**src/rtl/defl_pkg.sv**
```systemverilog
package defl_pkg;

    localparam int NCH       = 4;
    localparam int PORT_W    = $clog2(NCH);
    localparam int PID_W     = 4;
    localparam int DATA_W    = 16;
    localparam int LFSR_W    = 16;
    localparam logic [LFSR_W-1:0] LFSR_TAPS = 16'hB400;

    typedef logic [PORT_W-1:0] port_t;

    typedef struct packed {
        logic              valid;
        logic              golden;
        logic [PID_W-1:0]  pid;
        port_t             dir;
        logic [DATA_W-1:0] data;
    } flit_t;

    // Priority order: valid over empty, golden over ordinary, then coin.
    function automatic logic first_wins(flit_t a, flit_t b, logic coin);
        if (a.valid != b.valid)   return a.valid;
        if (a.golden != b.golden) return a.golden;
        return coin;
    endfunction

    function automatic logic [LFSR_W-1:0] lfsr_step(logic [LFSR_W-1:0] s);
        return (s >> 1) ^ (s[0] ? LFSR_TAPS : '0);
    endfunction

endpackage

```
**src/rtl/defl_arb2x2.sv**
```systemverilog
module defl_arb2x2
    import defl_pkg::*;
#(
    parameter int SEL_BIT = 0
) (
    input  flit_t a,
    input  flit_t b,
    input  logic  coin,
    output flit_t o0,
    output flit_t o1
);
    logic a_wins;
    logic swap;

    always_comb begin
        a_wins = first_wins(a, b, coin);
        // Winner goes to the side named by its steering bit.
        swap   = a_wins ? a.dir[SEL_BIT] : ~b.dir[SEL_BIT];
        o0     = swap ? b : a;
        o1     = swap ? a : b;
    end
endmodule

```
**src/rtl/defl_prio_gen.sv**
```systemverilog
module defl_prio_gen
    import defl_pkg::*;
#(
    parameter int                EPOCH = 256,
    parameter logic [LFSR_W-1:0] SEED  = 16'hACE1
) (
    input  logic             clk,
    input  logic             rst,
    output logic [PID_W-1:0] golden_id,
    output logic [NCH-1:0]   coins
);
    localparam int CNT_W = (EPOCH > 1) ? $clog2(EPOCH) : 1;

    logic [CNT_W-1:0]  epoch_cnt;
    logic [LFSR_W-1:0] lfsr_q;

    always_ff @(posedge clk) begin
        if (rst) begin
            epoch_cnt <= '0;
            golden_id <= '0;
            lfsr_q    <= SEED;
        end else begin
            lfsr_q <= lfsr_step(lfsr_q);
            if (epoch_cnt == CNT_W'(EPOCH - 1)) begin
                epoch_cnt <= '0;
                golden_id <= golden_id + 1'b1;
            end else begin
                epoch_cnt <= epoch_cnt + 1'b1;
            end
        end
    end

    assign coins = lfsr_q[NCH-1:0] ^ lfsr_q[LFSR_W-1 -: NCH];
endmodule

```
**src/rtl/defl_permuter.sv**
```systemverilog
module defl_permuter
    import defl_pkg::*;
#(
    parameter int                EPOCH     = 256,
    parameter logic [LFSR_W-1:0] LFSR_SEED = 16'hACE1
) (
    input  logic                  clk,
    input  logic                  rst,
    input  logic [NCH-1:0]        in_valid,
    input  logic [NCH*PID_W-1:0]  in_pid,
    input  logic [NCH*PORT_W-1:0] in_dir,
    input  logic [NCH*DATA_W-1:0] in_data,
    output logic [NCH-1:0]        out_valid,
    output logic [NCH*PID_W-1:0]  out_pid,
    output logic [NCH*PORT_W-1:0] out_dir,
    output logic [NCH*DATA_W-1:0] out_data,
    output logic [NCH-1:0]        out_golden,
    output logic [NCH-1:0]        out_deflect
);
    localparam int HALF = NCH / 2;

    logic [PID_W-1:0] golden_id;
    logic [NCH-1:0]   coins;

    flit_t in_f [NCH];
    flit_t s1_d [NCH];
    flit_t s1_q [NCH];
    flit_t s2_d [NCH];
    flit_t out_q [NCH];
    logic [NCH-1:0] defl_q;

    defl_prio_gen #(.EPOCH(EPOCH), .SEED(LFSR_SEED)) u_prio (
        .clk(clk), .rst(rst), .golden_id(golden_id), .coins(coins)
    );

    always_comb begin
        for (int c = 0; c < NCH; c++) begin
            in_f[c].valid  = in_valid[c];
            in_f[c].pid    = in_pid[c*PID_W +: PID_W];
            in_f[c].dir    = in_dir[c*PORT_W +: PORT_W];
            in_f[c].data   = in_data[c*DATA_W +: DATA_W];
            in_f[c].golden = in_valid[c] && (in_pid[c*PID_W +: PID_W] == golden_id);
        end
    end

    // Stage 1: pick the half. Block k pairs channels k and k+HALF.
    // Stage 2: pick the port inside half h.
    for (genvar k = 0; k < HALF; k++) begin : g_stage
        defl_arb2x2 #(.SEL_BIT(PORT_W-1)) u_half (
            .a(in_f[k]), .b(in_f[k+HALF]), .coin(coins[k]),
            .o0(s1_d[k*2]), .o1(s1_d[k*2+1])
        );
        defl_arb2x2 #(.SEL_BIT(0)) u_port (
            .a(s1_q[0*2+k]), .b(s1_q[1*2+k]), .coin(coins[HALF+k]),
            .o0(s2_d[k*2]), .o1(s2_d[k*2+1])
        );
    end

    always_ff @(posedge clk) begin
        if (rst) begin
            for (int c = 0; c < NCH; c++) begin
                s1_q[c]  <= '0;
                out_q[c] <= '0;
            end
            defl_q <= '0;
        end else begin
            for (int c = 0; c < NCH; c++) begin
                s1_q[c]   <= s1_d[c];
                out_q[c]  <= s2_d[c];
                defl_q[c] <= s2_d[c].valid && (s2_d[c].dir != port_t'(c));
            end
        end
    end

    always_comb begin
        for (int c = 0; c < NCH; c++) begin
            out_valid[c]                   = out_q[c].valid;
            out_golden[c]                  = out_q[c].golden;
            out_pid[c*PID_W +: PID_W]      = out_q[c].pid;
            out_dir[c*PORT_W +: PORT_W]    = out_q[c].dir;
            out_data[c*DATA_W +: DATA_W]   = out_q[c].data;
        end
    end
    assign out_deflect = defl_q;
endmodule

```
**config.mk**
```make
export PLATFORM = sky130hd
export DESIGN_NAME = defl_permuter
export DESIGN_NICKNAME = d
export VERILOG_FILES = /design/src/rtl/defl_pkg.sv /design/src/rtl/defl_arb2x2.sv /design/src/rtl/defl_prio_gen.sv /design/src/rtl/defl_permuter.sv
export SDC_FILE = /design/constraint.sdc
export NUM_CORES = 1
export LEC_CHECK = 0
export ABC_AREA = 1
export BUFFER_PORTS_ARGS = -buffer_cell sky130_fd_sc_hd__buf_2
export CAP_MARGIN = 40
export CORE_ASPECT_RATIO = 0.9
export CORE_MARGIN = 4
export CORE_UTILIZATION = 35
export DETAILED_ROUTE_END_ITERATION = 6
export PLACE_DENSITY = 0.62
export SLEW_MARGIN = 20
export SYNTH_ARGS = -nofsm -noshare
export SYNTH_HDL_FRONTEND = slang
export SYNTH_HIERARCHICAL = 1
export SYNTH_SLANG_ARGS = --single-unit
```
**constraint.sdc**
```tcl
create_clock -name clk -period 3.55 [get_ports clk]
set_input_delay 1.065 -clock clk [delete_from_list [all_inputs] [get_ports clk]]
set_output_delay 1.065 -clock clk [all_outputs]
set_load 0.01 [all_outputs]
```
==> results, run 1 <==
- The run finished with clean final reports.
- The average routed wire per standard cell is 15.1 um.
- In this run the tool buffered the top-level ports with 193 buffer cells.
- The depth of the most critical reg-to-reg path is 13.
- The max-slew violation count came to 0.
- The maximum number of pins on one net before global-route repair is 73.
- The number of global-route vias before repair was 8781.
- The setup clock skew after layout is 16.4 ps.
- The floorplan die width is 193 um.
- The clock network is responsible for 36.1% of the overall power.
- For the pin with the worst max-slew slack, the measured transition is 565 ps.
- In this design, the critical path's most frequently occurring cell is sky130_fd_sc_hd__nand2_1.
- The via-per-instance ratio is 4.70.
- The share of total power in combinational logic is 20.2%.
- The switching power is 2.02 mW.
- For this design the static power due to leakage is 6.56 nW.
- In this run the remaining antenna-violating nets after routing total 0.
- Buffers inserted during clock tree synthesis total 24.
- The number of nets in the synthesized netlist is 1581.
- The instance count of the mapped netlist is 1485.
- The fill cell total of the finished layout is 3255.
- Subtracting the final worst setup slack from the clock period gives 2520 ps.
- Leaving out fill and tap cells, the most frequent cell in the layout is sky130_fd_sc_hd__nand3_1.
- The share of cells above drive strength 1 is 17.5%.
- After detailed routing, the number of remaining DRC violations is 0.
- The iteration count of the initial detailed-routing pass is 5.
- The number of hold-slack violations in the final timing report is 0.
- Compared with the post-synthesis result, the final layout area differs by 12.1%.
- The clock input transition at the sequential cells of the worst setup and hold paths is 60 ps.
- In this run the power density over the cells is 544 mW/mm2.
- The number of nets in the final layout is 1719.
- The non-filler instance count after layout is 2043.
- The number of different library cells used by synthesis comes to 30.
- IR analysis of the VDD net gives a maximum drop of 0.329 mV.
- The initial antenna violation count came to 4.
- The deepest clock path buffer count is 3.
- Setup repair after global routing left no endpoint under its margin.
- The path class of the lowest-slack min-delay path is register to register.
- Setup violations remaining at the end of the flow were counted as 0.
- The area of the placeable core is 0.0302 mm2.
- The capturing element type of the critical path is a register.
- The clock tree root buffer cell is sky130_fd_sc_hd__clkbuf_16.
- The total number of clock tree sinks is 224.
- After synthesis the netlist holds a flip-flop and latch count of 224.
- The portion of the post-synthesis area used by sequential elements is 41.4%.
- The clock latency reported for the late side of the worst-skew pair is 520 ps.
- The number of enable-type register cells in the synthesized netlist is 0.
- The first routing iteration left 876 violations.
- The required time of the critical path is 3990 ps.
- Once the floorplan was initialized, standard cells occupied 35.9% of the core.
- Along the worst path, the maximum fanout reaches 36.
- The path type of the worst setup path is primary input to register.
- The worst slew slack as a fraction of its limit is 62.3%.
- After clock tree synthesis, the repair step resized 0 gates.
- The area of the die is 0.0338 mm2.
- Cells fill 40.2% of the core in the end.
- The critical path's largest stage delay is 330 ps.
- For this block, the routed nets add up to 30900 um of wire.
- The Yosys step of the flow raised 6 warnings.
- The wire-length estimate of the detail-placed layout is 22900 um.
- The floorplan has 60 rows.
- The total congestion overflow after global routing is 0.
- The buffers inserted during post-CTS setup optimization is 0.
- Max-cap violations in this run came to 0.
- The die outline height is 175 um.
- Each instance of the synthesized netlist takes up on average 7.29 um2.
- In this run the most critical hold path is launched from u_prio/lfsr_q[9]$_SDFF_PP0_.
- The netlist area before placement is 0.0108 mm2.
- Data arrives at the worst endpoint at 2960 ps.
- In this run the worst setup path begins at in_valid[0].
- The design internal power is 4.58 mW.
- The top cell types in the final layout, fill and taps aside, are 370 x sky130_fd_sc_hd__nand3_1, 254 x sky130_fd_sc_hd__nand2_1, 244 x sky130_fd_sc_hd__inv_1.
- The clock tree from TritonCTS is built.
- Hold repair after CTS inserted 0 buffers.
- The post-route fraction of the period consumed by the critical path is 70.9%.
- The total placed cells including tap cells is 2000.
- The maximum operating frequency is 0.397 GHz.
- The type of element launching the critical path is a primary input.
- At the end of routability-driven placement, the weighted congestion stood at 0.846.
- Among all flip-flop cells after synthesis, the most frequent one is sky130_fd_sc_hd__dfxtp_1.
- Across every metal layer, demand over resource in global routing totals 17.7%.
- Along the worst hold path, the cell count comes to 2.
- The number of levels the H-tree was split into is 1.
- Across all layers, the routed design uses 9611 vias.
- In this run switching power makes up 30.6% of total power.
- The critical path goes through buf_2 -> a21boi_0 -> nand3_1 -> nor2_1 -> nand2_1 -> nand2_1 -> nand3_4 -> nand3_4 -> buf_4 -> nand3_1 -> nand2_1 -> inv_1 -> nor2_1.
- The launching point of the worst reg2reg path is u_prio/golden_id[0]$_SDFFE_PP0N_.
- Per report_power, the sequential group accounts for 43.7% of the total.
- 194 I/O pins were placed.
- Among all stages on the critical path, the largest delay is contributed by sky130_fd_sc_hd__nand3_4.
- After routing, the total negative slack on setup checks comes to 0 ps.
- The global-route wire length before repair is 48700 um.
- For this run, asynchronously set or reset flops after synthesis account for 0%.
## cells by family (layout without fill, tap and decap cells)
family	count (synthesis)	in the layout	share of synthesized area, %
AND/OR/NAND/NOR	901	901	39.2
adder cells (fa/ha/maj)	2	2	0.231
buffers and inverters	332	484	17.5
flip-flops	224	224	41.4
other	0	3	0
XOR/XNOR	7	7	0.567
AO/OA/AOI/OAI	19	19	1.04
## flip-flops by register name, indices dropped and copies added (netlist names)
| register | count |
|---|---|
| out_deflect | 4 |
| u_prio/epoch_cnt | 8 |
| s1_q | 96 |
| out_q | 96 |
| u_prio/lfsr_q | 16 |
| u_prio/golden_id | 4 |
## power by group through the flow
stage	Clock, mW	Sequential, mW	Combinational, mW
finish	2.38	2.89	1.33
global route	2.53	2.91	1.52
CTS	2.44	2.89	1.34
detailed placement	0	2.94	1.33
global placement	0	2.94	1.32
floorplan	0	2.94	1.04
## routing by layer
metal	vias up	share of wire, %	GRT usage, %
met3	48	7.6	3.76
met5	-	0.068	0
li1	4844	-	-
met2	340	41	26.0
met1	4375	50	26.4
met4	4	2.1	4.28
## worst max-delay path: cells and delay by family
family / cells / cell delay, ps
buffers and inverters: 3 / 430
AO/OA/AOI/OAI: 1 / 180
AND/OR/NAND/NOR: 9 / 1260
## cell type report
cell class              instances  area, um2  share of cell area, %
diodes                          3       7.51                 0.0619
clock buffers                  32        672                   5.54
clock inverters                 8       70.1                  0.578
inverters                     246        925                   7.62
multi-input cells             929       4440                   36.6
flip-flops and latches        224       4480                   37.0
well taps                     403        504                   4.16
repair buffers                198       1020                   8.43
## stage by stage
stage                     instance area, um2  setup slack (ps)  hold WS (ps)  power (mW)
after floorplan                        10800              1180           388        3.98
after global placement                 11400               567           390        4.26
after detailed placement               11400               523           395        4.27
after CTS                              12100              1060           407        6.66
after global routing                   12100               816           424        6.96
final                                  12100              1030           407        6.60
## synth_stat cells, drive strengths merged (2+ instances only)
cell type / n / area share, %
nand3: 391 / 20
nand2: 268 / 10
inv: 245 / 8.5
nor2: 226 / 8.1
dfxtp: 224 / 41
buf: 78 / 7.9
or2: 15 / 0.96
a21oi: 8 / 0.37
clkbuf: 8 / 1.0
o21a: 5 / 0.35
xor2: 5 / 0.40
o21ai: 3 / 0.14
ha: 2 / 0.23
o22ai: 2 / 0.12
xnor2: 2 / 0.16
## path summary, 6_finish.rpt
check | to | slack (ps)
worst max-delay path | s1_q[1][8]$_SDFF_PP0_ | 1030
worst min-delay path | u_prio/lfsr_q[8]$_SDFF_PP0_ | 410
worst max register to register | s1_q[1][4]$_SDFF_PP0_ | 1110
worst min register to register | u_prio/lfsr_q[8]$_SDFF_PP0_ | 410
Note: power is estimated with default switching activity, not from simulation.
==> run 2: changes to the inputs <==
==> constraint.sdc (replaced) <==
create_clock -name clk -period 2.35 [get_ports clk]
set_input_delay 0.705 -clock clk [delete_from_list [all_inputs] [get_ports clk]]
set_output_delay 0.705 -clock clk [all_outputs]
set_load 0.01 [all_outputs]
==> run 2 against run 1 <==
Global-route usage rose by 0.12 points. Clock power rose by 75%. Routed wire length rose by 0.93%. Critical path depth did not move. Combinational power rose by 63%.
==> results, run 2 (synthesis gave the netlist of run 1 again) <==
- The run finished with clean final reports.
- The placer congestion estimate is 0.831.
- The clock tree from TritonCTS is built.
- The via-per-instance ratio is 4.68.
- The initial cell density of the core is 35.9%.
- Global routing used 17.8% of the available tracks.
- The capture point of the worst reg-to-reg path is s1_q[1][4]$_SDFF_PP0_.
- Entering global routing, the biggest net connects 77 pins.
- The worst setup path is launched from a register.
- Pin placement for this block handled 194 I/O pins.
- The depth of the most critical reg-to-reg path is 13.
- The path type of the worst setup path is register to register.
- The worst vdd rail ir drop is 0.386 mV.
- The hold buffer count at CTS is 0.
- Across the run, the number of max-cap violations was 0.
- The worst pin sits at a relative slew slack of 68.2%.
- The worst hold path cell count is 2.
- The critical path's largest stage delay is 380 ps.
- The number of buffers and inverters on the critical path is 4.
- The largest registers in the layout are out_q x96, s1_q x96, u_prio/lfsr_q x16.
- Global routing finished with a remaining overflow of 0.
- The path class of the lowest-slack min-delay path is register to register.
- The area of the die is 0.0338 mm2.
- For this design the static power due to leakage is 6.98 nW.
- Data arrives at the worst endpoint at 2560 ps.
- The via count of the routed design is 9850.
- The clock tree root buffer cell is sky130_fd_sc_hd__clkbuf_16.
- The total clock buffers created by CTS is 26.
- Of all nets on the critical path, the largest fanout is 22.
- The core region is 0.0302 mm2.
- Once detailed placement completed, the half-perimeter wirelength came to 23900 um.
- Clock-pin slew was measured on the worst setup and hold paths at 60 ps.
- In this run switching power makes up 29.3% of total power.
- The max-slew violation count is 0.
- The DRC violation count after routing is 0.
- The fraction of power consumed by sequential logic is 40.8%.
- The most common cell after layout, fill and taps aside is sky130_fd_sc_hd__nand3_1.
- Per report_power, the combinational group accounts for 20.3% of the total.
- Traced cell by cell, the critical path runs through inv_1 -> or2_2 -> nand3_1 -> nor2_2 -> inv_1 -> nand2_1 -> nand3_4 -> nand3_4 -> buf_12 -> nand3_1 -> nand2_1 -> inv_1 -> nor2_1.
- The average routed wire per standard cell is 14.8 um.
- For the worst setup path, the data required time is 2760 ps.
- The worst hold path terminates at u_prio/lfsr_q[9]$_SDFF_PP0_.
- The launching point of the worst reg2reg path is u_prio/golden_id[1]$_SDFFE_PP0N_.
- The total placed cells including tap cells is 2052.
- The final critical-path required period is 2160 ps.
- In this run the horizontal extent of the chip is 193 um.
- After the first detailed-routing iteration, the DRC count stood at 735.
- Relative to the synthesized area, the layout overhead comes to 19.0%.
- The number of hold-slack violations in the final timing report is 0.
- For the final routed database, the setup TNS stands at 0 ps.
- The number of levels the H-tree was split into is 1.
- Cell internal power was estimated by the tool at 7.57 mW.
- The non-filler instance count after layout is 2103.
- The iteration count of the initial detailed-routing pass is 6.
- The clock network fraction of total power is 38.9%.
- The beginning of the worst hold path is u_prio/lfsr_q[10]$_SDFF_PP1_.
- The initial antenna violation count came to 4.
- The clock latency reported for the late side of the worst-skew pair is 530 ps.
- The worst setup path is captured at a register.
- The total number of clock tree sinks is 224.
- The floorplan has 60 rows.
- The clock passes through at most 3 buffers.
- The dominant cell type by count on the critical path is sky130_fd_sc_hd__inv_1.
- The power density over the cells is 831 mW/mm2.
- The post-route fraction of the period consumed by the critical path is 91.7%.
- The total routed wirelength is 31200 um.
- Cells with a size suffix above 1 make up 20.8% of the layout.
- The slowest stage of the critical path belongs to the cell sky130_fd_sc_hd__dfxtp_1.
- The transition time at the pin with the least slew margin is 477 ps.
- The number of input and output port buffers inserted is 193.
- In this run the worst setup path begins at u_prio/golden_id[1]$_SDFFE_PP0N_.
- Summed over all nets, the switching power comes to 3.14 mW.
- The final layout contains 1776 nets.
- Setup repair after global routing left no endpoint under its margin.
- In the layout the commonest cells are 370 x sky130_fd_sc_hd__nand3_1, 254 x sky130_fd_sc_hd__nand2_1, 243 x sky130_fd_sc_hd__inv_1.
- The first global-routing pass estimated 49500 um of wire.
- The slack of the worst reg-to-reg path is 190 ps.
- Among cell families on the critical path, the largest total delay comes from simple AND/OR/NAND/NOR gates.
- The maximum operating frequency is 0.464 GHz.
- The number of global-route vias before repair is 9064.
- Setup violations remaining at the end of the flow were counted as 0.
- The die outline height is 175 um.
- The final antenna-violating net count is 0.
- The setup clock skew after layout is 13.0 ps.
run 2: cell types whose count changed in the layout (fill, tap and decap cells not counted), moves of 2 or more:
cell / delta
sky130_fd_sc_hd__buf_4: +41
sky130_fd_sc_hd__clkbuf_16: +2
sky130_fd_sc_hd__clkinvlp_4: -2
sky130_fd_sc_hd__buf_12: +14
sky130_fd_sc_hd__nor2_1: -2
sky130_fd_sc_hd__diode_2: -2
sky130_fd_sc_hd__nor2_2: +2
sky130_fd_sc_hd__clkbuf_8: +4
sky130_fd_sc_hd__bufinv_16: +2
run 2: worst max path at each step:
| stage | end | slack [ps] | depth (start not counted) |
|---|---|---|---|
| global route | s1_q[1][0]$_SDFF_PP0_ | 9 | 13 |
| CTS | s1_q[1][0]$_SDFF_PP0_ | 50 | 13 |
| floorplan | s1_q[2][10]$_SDFF_PP0_ | 340 | 16 |
| detailed placement | s1_q[1][0]$_SDFF_PP0_ | -170 | 13 |
| global placement | s1_q[1][0]$_SDFF_PP0_ | -90 | 13 |
| finish | s1_q[1][4]$_SDFF_PP0_ | 190 | 13 |
run 2: per-stage QoR:
| stage | hold WS [ps] | utilization [%] | power, mW | worst slack, ps | instance area [um2] |
|---|---|---|---|---|---|
| detailed placement | 394 | 39.6 | 6.61 | -167 | 11900 |
| floorplan | 388 | - | 6.01 | 342 | 10800 |
| finish | 404 | 42.7 | 10.7 | 195 | 12900 |
| CTS | 402 | 42.6 | 10.8 | 47.8 | 12800 |
| global placement | 392 | 39.6 | 6.59 | -90.8 | 11900 |
| global route | 421 | 42.7 | 11.3 | 9.12 | 12900 |
run 2: area by class of cell:
type	count	area, um2
Inverter	246	925
Antenna cell	1	2.50
Multi-Input combinational cell	929	4450
Timing Repair Buffer	253	1610
Clock inverter	10	129
Sequential cell	224	4480
Fill cell	3175	17300
Tap cell	403	504
Clock buffer	37	773
run 2: power by group through the flow:
stage	clock network (mW)	registers (mW)	logic [mW]
after floorplan	0	4.44	1.57
after global placement	0	4.45	2.14
after detailed placement	0	4.44	2.17
after CTS	4.27	4.36	2.18
after global routing	4.42	4.40	2.47
final	4.17	4.37	2.17
run 2: repair_timing:
item	in CTS	in global routing
endpoints found under the setup margin	0	75
setup buffers	0	3
gates resized for setup	0	4
run 2: worst register-to-register path, delay by kind of cell (launching register included):
family,cells,cell delay [ps]
simple gates,9,1120
flops,1,380
buf+inv,4,540
run 2: metal layers:
layer	routed length, um	track usage [%]
met3	2450	4.34
met4	571	3.69
met2	13100	26.9
met5	41	0
met1	15000	25.9
==> run 3: changes to the inputs <==
--- a/config.mk
+++ b/config.mk
@@ -12,7 +12,6 @@
 export CORE_MARGIN = 4
 export CORE_UTILIZATION = 35
 export DETAILED_ROUTE_END_ITERATION = 6
-export PLACE_DENSITY = 0.62
 export SLEW_MARGIN = 20
 export SYNTH_ARGS = -nofsm -noshare
 export SYNTH_HDL_FRONTEND = slang
==> constraint.sdc (replaced) <==
create_clock -name clk -period 2.65 [get_ports clk]
set_input_delay 0.795 -clock clk [delete_from_list [all_inputs] [get_ports clk]]
set_output_delay 0.795 -clock clk [all_outputs]
set_load 0.01 [all_outputs]
==> run 3 against run 2 <==
Clock skew is 3.3 ps higher. Fmax is 6.5% lower. Sequential power is 12% lower. Flip-flop and latch count stayed put. Critical path depth is 2 higher. Hold slack better by 1.9 ps. Non-clock buffer count is 35 lower. Clock power is 6.0% lower. Worst setup slack better by 150 ps. First-iteration DRC count is 1.1% lower. Largest power group is now the clock network.
==> results, run 3 (synthesis gave the netlist of run 1 again) <==
- Of all nets on the critical path, the largest fanout is 46.
- Entering global routing, the biggest net connects 59 pins.
- The total power is 9.64 mW.
- Of the cells placed in the final design, the portion with a size suffix greater than 1 is 18.9%.
- Global routing used 17.9% of the available tracks.
- The average routed wire per standard cell is 15.0 um.
- Setup violations remaining at the end of the flow were counted as 0.
- The clock input transition at the sequential cells of the worst setup and hold paths is 60 ps.
- After detailed routing, the number of remaining DRC violations is 0.
- In this run the core area contains 60 standard-cell rows.
- Clock skew on the completed layout was measured at 16.3 ps.
- The end of the worst hold path is u_prio/lfsr_q[5]$_SDFF_PP1_.
- In this run the power density over the cells is 766 mW/mm2.
- Across all layers, the routed design uses 9535 vias.
- The capturing element type of the critical path is a register.
- The area of the die is 0.0338 mm2.
- The beginning of the worst hold path is u_prio/lfsr_q[6]$_SDFF_PP1_.
- Measured against its own limit, the worst slew margin works out to 66.4%.
- The launching point of the worst reg2reg path is u_prio/golden_id[0]$_SDFFE_PP0N_.
- The depth of the most critical reg-to-reg path is 15.
- For the final routed database, the setup TNS stands at 0 ps.
- The area of the multi-input gates is 0.00444 mm2.
- Summing all placed instances gives a cell area of 0.0116 mm2.
- The die is 193 um wide.
- The fill cell total of the finished layout is 3209.
- The max-slew violation count was 0.
- The number of global-route vias before repair is 8877.
- The synthesis-to-layout area growth is 16.3%.
- The area of the placeable core is 0.0302 mm2.
- The total congestion overflow after global routing is 0.
- The leakage power is 6.80 nW.
- TritonCTS created 26 clock buffers.
- The clock net in this run drives a total of 224 sinks.
- The initial antenna violation count is 3.
- The first global-routing pass estimated 49400 um of wire.
- The min-delay analysis places its worst path in the category register to register.
- In the finished design, the share of the clock period the worst path needs comes to 87.0%.
- With fillers left out, the area of the finished cells amounts to 0.0126 mm2.
- The final antenna-violating net count is 0.
- The via-per-instance ratio is 4.61.
- The clock tree root buffer cell is sky130_fd_sc_hd__clkbuf_16.
- The number of input and output port buffers inserted is 193.
- The worst vdd rail ir drop is 0.478 mV.
- The total routed wirelength is 31100 um.
- The deepest clock path buffer count is 3.
- The worst register-to-register path ends at s1_q[2][23]$_SDFF_PP0_.
- The worst hold path cell count is 1.
- The flow ran to the end, and the final reports show no timing, DRC or antenna violations.
- The die outline height is 175 um.
- Leaving out fill and tap cells, the most frequent cell in the layout is sky130_fd_sc_hd__nand3_1.
- The path type of the worst setup path is register to register.
- For this design, the CTS-stage hold fixing added 0 buffers.
- Routability-driven placement finished with a final weighted congestion of 0.870.
- The number of max-cap violations is 0.
- Once the floorplan was initialized, standard cells occupied 35.9% of the core.
- Leaving out fill and tap cells, the most frequent cells in the layout are 370 x sky130_fd_sc_hd__nand3_1, 254 x sky130_fd_sc_hd__nand2_1, 244 x sky130_fd_sc_hd__inv_1.
- The buffers inserted during post-CTS setup optimization is 0.
- For the pin with the worst max-slew slack, the measured transition is 504 ps.
- The final critical-path required period is 2310 ps.
- The HPWL after detailed placement is 23600 um.
- The slack of the worst reg-to-reg path is 340 ps.
- The clock latency reported for the late side of the worst-skew pair is 530 ps.
- The I/O pin total is 194.
- The first TritonRoute pass finished after 5 iterations.
- Setup repair after global routing left no endpoint under its margin.
- The clock tree from TritonCTS is built.
- In this run, post-CTS repair resized a total of 0 instances.
- At the worst endpoint, the required time is 3060 ps.
- Data arrives at the worst endpoint at 2710 ps.
- The number of hold-slack violations in the final timing report is 0.
- The number of levels the H-tree was split into is 1.
- The utilization after layout is 41.7%.
- The maximum operating frequency is 0.434 GHz.
- On the final layout, the worst hold slack is 406 ps.
- Summing all flip-flop and latch instances after layout gives 0.00448 mm2.
- The largest registers in the layout are out_q x96, s1_q x96, u_prio/lfsr_q x16.
- STA classifies the critical path startpoint as a register.
- The net count of the finished layout is 1741.
- In this run, the number of DRC markers left after iteration 0 of detailed routing was 727.
## run 3: changes by cell type in the layout (fill, tap and decap cells not counted), moves of 2 or more
cell                        previous run  this run
sky130_fd_sc_hd__diode_2               1         3
sky130_fd_sc_hd__buf_12               15         8
sky130_fd_sc_hd__nor2_1              219       221
sky130_fd_sc_hd__bufinv_16             3         5
sky130_fd_sc_hd__buf_4                45        17
sky130_fd_sc_hd__clkinv_2              7         4
sky130_fd_sc_hd__nor2_2                4         2
## run 3: metrics by stage
stage | worst slack (ps) | instances
3_3_place_gp | 39.2 | 2020
4_1_cts | 319 | 2067
6_report | 344 | 2070
2_1_floorplan | 552 | 1485
3_5_place_dp | -12.2 | 2020
5_1_grt | 13.5 | 2069
## run 3: worst max path at each step
| stage | from | end | slack [ps] |
|---|---|---|---|
| after CTS | u_prio/golden_id[0]$_SDFFE_PP0N_ | s1_q[1][8]$_SDFF_PP0_ | 320 |
| after detailed placement | in_valid[0] | s1_q[1][8]$_SDFF_PP0_ | -10 |
| after global routing | u_prio/golden_id[0]$_SDFFE_PP0N_ | s1_q[1][8]$_SDFF_PP0_ | 10 |
| after floorplan | in_pid[7] | s1_q[2][10]$_SDFF_PP0_ | 550 |
| after global placement | in_valid[0] | s1_q[1][8]$_SDFF_PP0_ | 40 |
| final | u_prio/golden_id[0]$_SDFFE_PP0N_ | s1_q[2][23]$_SDFF_PP0_ | 340 |
## run 3: report_power, final
part | internal [mW] | switching [mW]
clock | 2.53 | 1.39
combinational | 0.652 | 1.21
sequential | 3.68 | 0.177
total | 6.86 | 2.78
## run 3: worst max-delay path, cell delays in order (launching register included)
cell and delay, ps:
sky130_fd_sc_hd__dfxtp_1 390, sky130_fd_sc_hd__inv_1 180, sky130_fd_sc_hd__nand2_1 100, sky130_fd_sc_hd__nand2_1 50
sky130_fd_sc_hd__nor2_1 80, sky130_fd_sc_hd__nand2_1 70, sky130_fd_sc_hd__nor2_1 240, sky130_fd_sc_hd__nand2_1 90
sky130_fd_sc_hd__nand2_1 110, sky130_fd_sc_hd__nand3_4 120, sky130_fd_sc_hd__nand2_4 110, sky130_fd_sc_hd__nand2_4 260
sky130_fd_sc_hd__nand3_1 180, sky130_fd_sc_hd__nand2_1 100, sky130_fd_sc_hd__inv_1 60, sky130_fd_sc_hd__nor2_1 40
## run 3: per-layer routing
layer	GRT usage, %	wire length [um]
met1	27.1	15800
met5	0	0
met2	26.9	13000
met4	3.95	577
met3	2.76	1760
## run 3: layout make-up
class / instances / share of cell area [%]
timing repair buffer: 218 / 10.0
inverter: 246 / 7.35
multi-input combinational: 929 / 35.3
tap: 403 / 4.01
clock buffer: 38 / 6.25
antenna: 3 / 0.0597
sequential: 224 / 35.6
clock inverter: 9 / 1.37
